## src/rtl/sram_cyc_pkg.sv

```systemverilog
package sram_cyc_pkg;

    typedef enum logic [1:0] {
        OP_IDLE  = 2'd0,
        OP_READ  = 2'd1,
        OP_WRITE = 2'd2
    } last_op_e;

    typedef enum logic [2:0] {
        K_DESEL    = 3'd0,
        K_RD_BEGIN = 3'd1,
        K_RD_CONT  = 3'd2,
        K_WR_BEGIN = 3'd3,
        K_WR_CONT  = 3'd4,
        K_WR_ABORT = 3'd5,
        K_STALL    = 3'd6,
        K_SLEEP    = 3'd7
    } cyc_kind_e;

    typedef enum logic [1:0] {
        SL_AWAKE  = 2'd0,
        SL_ENTER  = 2'd1,
        SL_ASLEEP = 2'd2,
        SL_WAKE   = 2'd3
    } sleep_st_e;

    typedef struct packed {
        cyc_kind_e kind;
        logic      rd;
        logic      wr;
        logic      ld;
        logic      badv;
        logic      own_bus;
        logic      hold;
        last_op_e  next_op;
    } cyc_dec_t;

    function automatic logic chip_selected(input logic a_n, input logic b, input logic c_n);
        return !a_n && b && !c_n;
    endfunction

endpackage

```

## src/rtl/sram_cyc_sleep.sv

```systemverilog
module sram_cyc_sleep
    import sram_cyc_pkg::*;
#(
    parameter int SLEEP_IN_CYC  = 2,
    parameter int SLEEP_OUT_CYC = 2
) (
    input  logic clk,
    input  logic rst,
    input  logic sleep_req,
    output logic block_ops,
    output logic asleep
);
    localparam int MAXC = (SLEEP_IN_CYC > SLEEP_OUT_CYC) ? SLEEP_IN_CYC : SLEEP_OUT_CYC;
    localparam int CW   = $clog2(MAXC + 1);

    sleep_st_e       st_q, st_d;
    logic [CW-1:0]   cnt_q, cnt_d;
    logic [CW-1:0]   cnt_inc;

    assign cnt_inc = cnt_q + CW'(1);

    always_comb begin
        st_d  = st_q;
        cnt_d = cnt_q;
        case (st_q)
            SL_AWAKE: begin
                if (sleep_req) begin
                    st_d  = (SLEEP_IN_CYC <= 1) ? SL_ASLEEP : SL_ENTER;
                    cnt_d = CW'(1);
                end
            end
            SL_ENTER: begin
                if (!sleep_req) begin
                    st_d  = SL_AWAKE;
                    cnt_d = '0;
                end else if (cnt_inc >= CW'(SLEEP_IN_CYC)) begin
                    st_d  = SL_ASLEEP;
                    cnt_d = '0;
                end else begin
                    cnt_d = cnt_inc;
                end
            end
            SL_ASLEEP: begin
                if (!sleep_req) begin
                    st_d  = (SLEEP_OUT_CYC <= 1) ? SL_AWAKE : SL_WAKE;
                    cnt_d = CW'(1);
                end
            end
            default: begin
                if (sleep_req) begin
                    st_d  = SL_ASLEEP;
                    cnt_d = '0;
                end else if (cnt_inc >= CW'(SLEEP_OUT_CYC)) begin
                    st_d  = SL_AWAKE;
                    cnt_d = '0;
                end else begin
                    cnt_d = cnt_inc;
                end
            end
        endcase
    end

    always_ff @(posedge clk) begin
        if (rst) begin
            st_q  <= SL_AWAKE;
            cnt_q <= '0;
        end else begin
            st_q  <= st_d;
            cnt_q <= cnt_d;
        end
    end

    assign asleep    = (st_q == SL_ASLEEP);
    assign block_ops = sleep_req || (st_q == SL_ASLEEP) || (st_q == SL_WAKE);

    assert_entry_needs_req_R10: assert property (@(posedge clk) disable iff (rst)
        $rose(asleep) |-> $past(sleep_req));

    assert_exit_needs_release_R11: assert property (@(posedge clk) disable iff (rst)
        $fell(asleep) |-> !$past(sleep_req));

endmodule

```

## src/rtl/sram_cyc_decode.sv

```systemverilog
module sram_cyc_decode
    import sram_cyc_pkg::*;
#(
    parameter int NBYTES = 2
) (
    input  logic              sel_a_n,
    input  logic              sel_b,
    input  logic              sel_c_n,
    input  logic              cont_burst,
    input  logic              wr_n,
    input  logic [NBYTES-1:0] lane_sel_n,
    input  logic              clk_en_n,
    input  logic              block_ops,
    input  last_op_e          last_op,
    output cyc_dec_t          dec,
    output logic [NBYTES-1:0] lanes
);
    logic no_lane;
    assign no_lane = &lane_sel_n;

    always_comb begin
        dec.kind    = K_DESEL;
        dec.rd      = 1'b0;
        dec.wr      = 1'b0;
        dec.ld      = 1'b0;
        dec.badv    = 1'b0;
        dec.own_bus = 1'b0;
        dec.hold    = 1'b0;
        dec.next_op = OP_IDLE;
        lanes       = '0;

        if (block_ops) begin
            dec.kind = K_SLEEP;
        end else if (clk_en_n) begin
            dec.kind    = K_STALL;
            dec.hold    = 1'b1;
            dec.next_op = last_op;
        end else if (!cont_burst) begin
            if (!chip_selected(sel_a_n, sel_b, sel_c_n)) begin
                dec.kind = K_DESEL;
            end else if (wr_n) begin
                dec.kind    = K_RD_BEGIN;
                dec.rd      = 1'b1;
                dec.ld      = 1'b1;
                dec.own_bus = 1'b1;
                dec.next_op = OP_READ;
            end else if (no_lane) begin
                dec.kind    = K_WR_ABORT;
                dec.next_op = OP_WRITE;
            end else begin
                dec.kind    = K_WR_BEGIN;
                dec.wr      = 1'b1;
                dec.ld      = 1'b1;
                dec.next_op = OP_WRITE;
                lanes       = ~lane_sel_n;
            end
        end else begin
            case (last_op)
                OP_READ: begin
                    dec.kind    = K_RD_CONT;
                    dec.rd      = 1'b1;
                    dec.badv    = 1'b1;
                    dec.own_bus = 1'b1;
                    dec.next_op = OP_READ;
                end
                OP_WRITE: begin
                    dec.badv    = 1'b1;
                    dec.next_op = OP_WRITE;
                    if (no_lane) begin
                        dec.kind = K_WR_ABORT;
                    end else begin
                        dec.kind = K_WR_CONT;
                        dec.wr   = 1'b1;
                        lanes    = ~lane_sel_n;
                    end
                end
                default: dec.kind = K_DESEL;
            endcase
        end
    end

endmodule

```

## src/rtl/sram_cyc_regs.sv

```systemverilog
module sram_cyc_regs
    import sram_cyc_pkg::*;
#(
    parameter int NBYTES = 2
) (
    input  logic              clk,
    input  logic              rst,
    input  cyc_dec_t          dec,
    input  logic [NBYTES-1:0] lanes,
    output last_op_e          last_op,
    output logic              rd_own,
    output logic              arr_rd,
    output logic              arr_wr,
    output logic [NBYTES-1:0] lane_we,
    output logic              addr_load,
    output logic              burst_adv,
    output cyc_kind_e         kind
);
    always_ff @(posedge clk) begin
        if (rst) begin
            last_op   <= OP_IDLE;
            rd_own    <= 1'b0;
            arr_rd    <= 1'b0;
            arr_wr    <= 1'b0;
            lane_we   <= '0;
            addr_load <= 1'b0;
            burst_adv <= 1'b0;
            kind      <= K_DESEL;
        end else begin
            arr_rd    <= dec.rd;
            arr_wr    <= dec.wr;
            lane_we   <= lanes;
            addr_load <= dec.ld;
            burst_adv <= dec.badv;
            kind      <= dec.kind;
            if (!dec.hold) begin
                last_op <= dec.next_op;
                rd_own  <= dec.own_bus;
            end
        end
    end

    assert_rd_wr_excl_R4: assert property (@(posedge clk) disable iff (rst)
        !(arr_rd && arr_wr));

    assert_wr_has_lane_R4: assert property (@(posedge clk) disable iff (rst)
        arr_wr |-> (lane_we != '0));

    assert_no_wr_no_lane_R5: assert property (@(posedge clk) disable iff (rst)
        !arr_wr |-> (lane_we == '0));

endmodule

```

## src/rtl/sram_cycle_ctrl.sv

```systemverilog
module sram_cycle_ctrl
    import sram_cyc_pkg::*;
#(
    parameter int NBYTES        = 2,
    parameter int SLEEP_IN_CYC  = 2,
    parameter int SLEEP_OUT_CYC = 2
) (
    input  logic              clk,
    input  logic              rst,
    input  logic              sel_a_n,
    input  logic              sel_b,
    input  logic              sel_c_n,
    input  logic              cont_burst,
    input  logic              wr_n,
    input  logic [NBYTES-1:0] lane_sel_n,
    input  logic              out_en_n,
    input  logic              clk_en_n,
    input  logic              sleep_req,
    output logic              arr_rd,
    output logic              arr_wr,
    output logic [NBYTES-1:0] lane_we,
    output logic              addr_load,
    output logic              burst_adv,
    output logic [2:0]        cyc_kind,
    output logic              bus_drive,
    output logic              asleep
);
    logic              block_ops;
    last_op_e          last_op;
    logic              rd_own;
    cyc_dec_t          dec;
    logic [NBYTES-1:0] dec_lanes;
    cyc_kind_e         kind_q;

    sram_cyc_sleep #(
        .SLEEP_IN_CYC (SLEEP_IN_CYC),
        .SLEEP_OUT_CYC(SLEEP_OUT_CYC)
    ) u_sleep (
        .clk      (clk),
        .rst      (rst),
        .sleep_req(sleep_req),
        .block_ops(block_ops),
        .asleep   (asleep)
    );

    sram_cyc_decode #(.NBYTES(NBYTES)) u_decode (
        .sel_a_n   (sel_a_n),
        .sel_b     (sel_b),
        .sel_c_n   (sel_c_n),
        .cont_burst(cont_burst),
        .wr_n      (wr_n),
        .lane_sel_n(lane_sel_n),
        .clk_en_n  (clk_en_n),
        .block_ops (block_ops),
        .last_op   (last_op),
        .dec       (dec),
        .lanes     (dec_lanes)
    );

    sram_cyc_regs #(.NBYTES(NBYTES)) u_regs (
        .clk      (clk),
        .rst      (rst),
        .dec      (dec),
        .lanes    (dec_lanes),
        .last_op  (last_op),
        .rd_own   (rd_own),
        .arr_rd   (arr_rd),
        .arr_wr   (arr_wr),
        .lane_we  (lane_we),
        .addr_load(addr_load),
        .burst_adv(burst_adv),
        .kind     (kind_q)
    );

    assign cyc_kind  = kind_q;
    assign bus_drive = rd_own && !out_en_n && !sleep_req;

    assert_write_no_bus_R4: assert property (@(posedge clk) disable iff (rst)
        arr_wr |-> !bus_drive);

    assert_stall_holds_R8: assert property (@(posedge clk) disable iff (rst)
        (clk_en_n && !block_ops) |=> (!arr_rd && !arr_wr && $stable(rd_own) && $stable(last_op)));

    assert_sleep_quiet_R9: assert property (@(posedge clk) disable iff (rst)
        sleep_req |=> (!arr_rd && !arr_wr && !rd_own && last_op == OP_IDLE));

    assert_sleep_tristate_R9: assert property (@(posedge clk) disable iff (rst)
        sleep_req |-> !bus_drive);

    assert_asleep_no_strobe_R11: assert property (@(posedge clk) disable iff (rst)
        asleep |-> (!arr_rd && !arr_wr && !addr_load));

endmodule

```

## config.mk

```make
export PLATFORM = sky130hd
export DESIGN_NAME = sram_cycle_ctrl
export DESIGN_NICKNAME = d
export VERILOG_FILES = /design/src/rtl/sram_cyc_pkg.sv /design/src/rtl/sram_cyc_sleep.sv /design/src/rtl/sram_cyc_decode.sv /design/src/rtl/sram_cyc_regs.sv /design/src/rtl/sram_cycle_ctrl.sv
export SDC_FILE = /design/constraint.sdc
export NUM_CORES = 1
export LEC_CHECK = 0
export ABC_AREA = 1
export BUFFER_PORTS_ARGS = -buffer_cell sky130_fd_sc_hd__buf_2
export CAP_MARGIN = 10
export CORE_MARGIN = 5
export CORE_UTILIZATION = 45
export CTS_CLUSTER_SIZE = 40
export DETAILED_ROUTE_END_ITERATION = 6
export PLACE_DENSITY = 0.72
export SYNTH_ARGS = -nofsm -noshare
export SYNTH_HDL_FRONTEND = slang
export SYNTH_SLANG_ARGS = --single-unit
```

## constraint.sdc

```tcl
create_clock -name clk -period 1.4 [get_ports clk]
set_input_delay 0.07 -clock clk [delete_from_list [all_inputs] [get_ports clk]]
set_output_delay 0.07 -clock clk [all_outputs]
set_load 0.1 [all_outputs]
```

### Yosys cells after proc, flatten, opt, wreduce, memory -nomap -nowiden

Cells that the tools add are included.

* word-level logic and storage cells: 89
* input port bits: 12
* register bits: 16

* mux-type cells: 44
* bitwise operators: 4
* order comparisons: 1
* reduce and logical (&&, ||, !) cells: 20
* add/subtract/negate cells: 1
* equality and inequality tests: 9

Operators with widths (number)
* 2-bit two-way mux: 20
* 3-bit two-way mux: 6
* 1-bit two-way mux: 12
* 2-bit one-hot mux with 3 select lines: 2
* 2-bit == test, second input constant: 3
* 3-bit one-hot mux with 2 select lines: 1
* 2-bit AND reduction: 3
* 5-bit two-way mux: 1
* 5-bit OR reduction: 1
* 2-bit by 1-bit == test with 1-bit output, second input constant: 2
* 1-bit logical AND: 4
* 1-bit logical NOT: 4
* 4-bit two-way mux: 1
* 2-bit inequality test, second input constant: 2
* 2-bit one-hot mux with 2 select lines: 1
* 4-bit AND reduction: 1
* 4-bit nonzero test: 1
* 4-bit OR reduction: 1
* 3-bit by 2-bit inequality test with 1-bit output, second input constant: 1
* 1-bit NOT: 3
* 3-bit OR reduction: 1
* 2-bit by 1-bit adder with 2-bit output, second input constant: 1
* 2-bit >= comparator, second input constant: 1
* 2-bit logical NOT: 1
* 4 further kinds: 5

### Longest topological paths before layout

* depth in word-level cells: 9
* gate-level depth with buffers: 8
* gate-level depth less buffers: 8

### Modules after synthesis

A second synthesis with hierarchy kept.

* cells, all modules: 123
* area total of the unflattened synthesis: 858.3 um2

Modules (own cells, without submodules)
* sram_cyc_regs: cells each 47, seq. area each 240.2 um2, area each 389.1 um2, instances 1
* sram_cyc_decode: cells each 47, seq. area each 0.0 um2, area each 257.7 um2, instances 1
* sram_cyc_sleep: cells each 26, seq. area each 80.1 um2, area each 197.7 um2, instances 1
* sram_cycle_ctrl: cells each 3, seq. area each 0.0 um2, area each 13.8 um2, instances 1

### Worst setup path before layout

OpenSTA, ideal clock, no wires.

* path kind: register to output
* from: reg u_regs.rd_own
* to: out bus_drive
* required time: 1330 ps
* path slack: -1021 ps
* arrival: 2351 ps
* cell stages (with the launch flop): 3
* path buffers: 0
* cell sequence: dfxtp_1 inv_1 nor3_1

* longest elaborated chain between the ends: 2

RTL lines
* start: declaration: line sram_cyc_regs.sv:11 `output logic rd_own,`
* start signal: assignment: line sram_cyc_regs.sv:38 `rd_own <= dec.own_bus;`
* 1-bit logical AND (2 in series): line sram_cycle_ctrl.sv:76 `assign bus_drive = rd_own && !out_en_n && !sleep_req;`
* end: declaration: line sram_cycle_ctrl.sv:25 `output logic bus_drive,`

Every way passes these cells.

==> impl_metrics.ini <==
[cts]
cts.sinks = 16
cts_tree = built
clk_pin_slew_ns = 0.09
cts_buffers = 3
clockRootBuffer = clkbuf_4
h-tree-depth = 1
clock_latency_ns = 0.28
clock_path_buffers = 2
cts_resized = 0

[global_routing]
antenna_found_initial = 0
grt_pass1_wl_um = 2460
grt_max_degree = 10
grtUsageTotal_pct = 12.5
grt_pass1_vias = 645
grt-ovfl-total = 0

[critical_path]
arrival_ns = 1.26
critPathLaunchType = register
required_ns = 1.33
cp_max_fo = 3
endpoint_kind = output port
critPathKind = reg2out

[power]
clkPwrFrac_pct = 32.0
p_int_w = 0.000670
p_total_w = 0.000942
p_per_area_nw_per_um2 = 1020
combinationalPowerShare_pct = 17.6
seqPwrFrac_pct = 50.4
vdd_drop_max_mv = 0.567
switching_share_pct = 28.8
p_sw_w = 0.000272
cellLeakagePower_nw = 0.459

[logic_synthesis]
yosysSeqAreaShare_pct = 43.4
yosys_warnings = 0
ys.flop_type = dfxtp_1
ys_seq_elements = 16
synth_largest_area_cell = dfxtp_1
synth_cells = 96
synth_edf_count = 0
avgSynthCellArea_sq_um = 7.69
synth_area_sq_um = 738
synth.area.top_cells = dfxtp_1 (43%), nand2_1 (10%), inv_1 (7.1%), ha_1 (6.8%), nor2_1 (6.1%)
synth_commonest_cells = nand2_1 (20), dfxtp_1 (16), inv_1 (14)
synth_fp_nets = 112
synth.distinct_cells = 19
synth_async_sr_flop_share_pct = 0
synth_most_common_cell = nand2_1
synth.top_cell.area_share_pct = 43.4

[sta]
finalSetupViolCount = 0
skew_ns = 0.00154
slew_headroom_pct = 67.6
fmax_ghz = 0.751
worst_slew_pin_slew_ns = 0.489
rsz0062_at_grt = false
hold_violations = 0
finalMaxSlewViolations = 0
setup_slack_ns = 0.0693
fin_crit_ns = 1.33
hold_ws_ns = 0.0419
period_share_pct = 95.1

[finish]
instances_no_fill = 139
area_growth_pct = 24.9
n_fill_cell = 130
multi_input_area_sq_um = 357
layout.nets = 140
diodes = 0
regArea_sq_um = 320
drive_above_1_share_pct = 29.3

[placement]
place_ws_ns = 0.256
port-buffer-count = 22
placed_cells = 134
gp_congestion = 0.872
dpl.hpwl_um = 1250

[floorplanning]
fp.dieW_um = 50.5
pin_count = 23
num_rows = 14
coreArea_sq_um = 1520
dieArea_sq_um = 2550
die_h_um = 50.5
initial_utilization_pct = 48.4

[worst_hold_path]
hold_class = in2reg

[routing]
firstDrtPassIters = 6
drtIter0Drc = 26
wl_um = 1500
wl_per_cell_um = 10.8
drc = 0
vias_per_cell = 4.96
ant_nets = 0
vias = 690

[status]
status = complete, no violations

[job]
cap_violations = 0
cells by family after synthesis:
kind of cell	Yosys count	synth area share (%)
simple gates	50	34.4
buf+inv	17	9.32
flops	16	43.4
compound gates	9	6.10
fa+ha+maj	4	6.78
path summary, 6_finish.rpt:
kind	to	cells past startpoint	slack (ns)	startpoint
max	asleep	3	0.07	register
max reg2reg	u_regs.last_op[0]$_SDFFE_PP0N_	6	0.23	u_regs.last_op[1]$_SDFFE_PP0N_
min reg2reg	u_sleep.cnt_q[1]$_SDFFE_PP0P_	2	0.46	u_sleep.cnt_q[1]$_SDFFE_PP0P_
min	u_regs.lane_we[0]$_SDFF_PP0_	3	0.04	lane_sel_n[0]
sequential cells by signal (all words and copies together), names as in the netlist, named ones only:
register	count
u_regs.burst_adv	1
u_regs.arr_rd	1
u_regs.lane_we	2
u_regs.kind	3
u_sleep.st_q	1
u_sleep.cnt_q	2
u_regs.rd_own	1
u_regs.last_op	2
u_regs.addr_load	1
u_regs.arr_wr	1
routing by layer:
| layer | vias up | GRT usage, % | routed length, um |
|---|---|---|---|
| met1 | 320 | 12.6 | 612 |
| met2 | 13 | 22.3 | 778 |
| met5 | - | 0 | 0 |
| met3 | 4 | 4.14 | 78 |
| met4 | 0 | 6.81 | 32 |
| li1 | 353 | - | - |
power groups by stage:
stage / Sequential (W) / Clock [W] / Combinational (W)
4_1_cts: 0.000475 / 0.000320 / 0.000167
2_1_floorplan: 0.000537 / 0 / 0.0000683
3_5_place_dp: 0.000486 / 0 / 0.000164
6_report: 0.000475 / 0.000301 / 0.000166
3_3_place_gp: 0.000485 / 0 / 0.000161
5_1_grt: 0.000477 / 0.000338 / 0.000180
cell usage in the layout, fill, tap and decap left out:
cell type      netlist  final
nor3_2               2      3
o21ai_1              1      1
dlygate4sd3_1        0      1
inv_2                2      2
nand3b_1             2      2
nand4_1              2      2
inv_1               14     14
nor2_8               1      1
nor2_2               0      1
clkbuf_4             0      3
nand3_1              6      6
nor2_1              12     11
nand2_1             20     20
inv_6                1      1
buf_2                0     22
a21oi_1              3      3
or2_4                1      1
dfxtp_1             16     16
nor3_1               2      1
nor2_4               1      1
o21ai_0              5      5
ha_1                 4      4
or2_1                1      1
clkbuf_8             0      1
critical path, cell delays in order (launching register included):
cell,delay (ns)
dfxtp_1,0.40
inv_1,0.08
nor2_2,0.07
buf_2,0.42
area by class of cell:
class                      count  share of cell area (%)
multi-input combinational     63                    38.7
sequential                    16                    34.7
timing repair buffer          23                    13.0
inverter                      17                    7.46
clock buffer                   4                    3.93
tap                           16                    2.17
repair_timing:
item,in CTS,in global routing
buffers inserted,0,0
hold buffers,1,0
endpoints found under the hold margin,3,0
through the flow:
stage	utilization (%)	setup TNS, ns	area (sq um)
after CTS	60.5	0	922
final	60.5	0	922
after global placement	57.5	0	876
after floorplan	-	-0.158	746
after detailed placement	57.5	0	876
after global routing	60.5	0	922
Note: power is estimated with default switching activity, not from simulation.
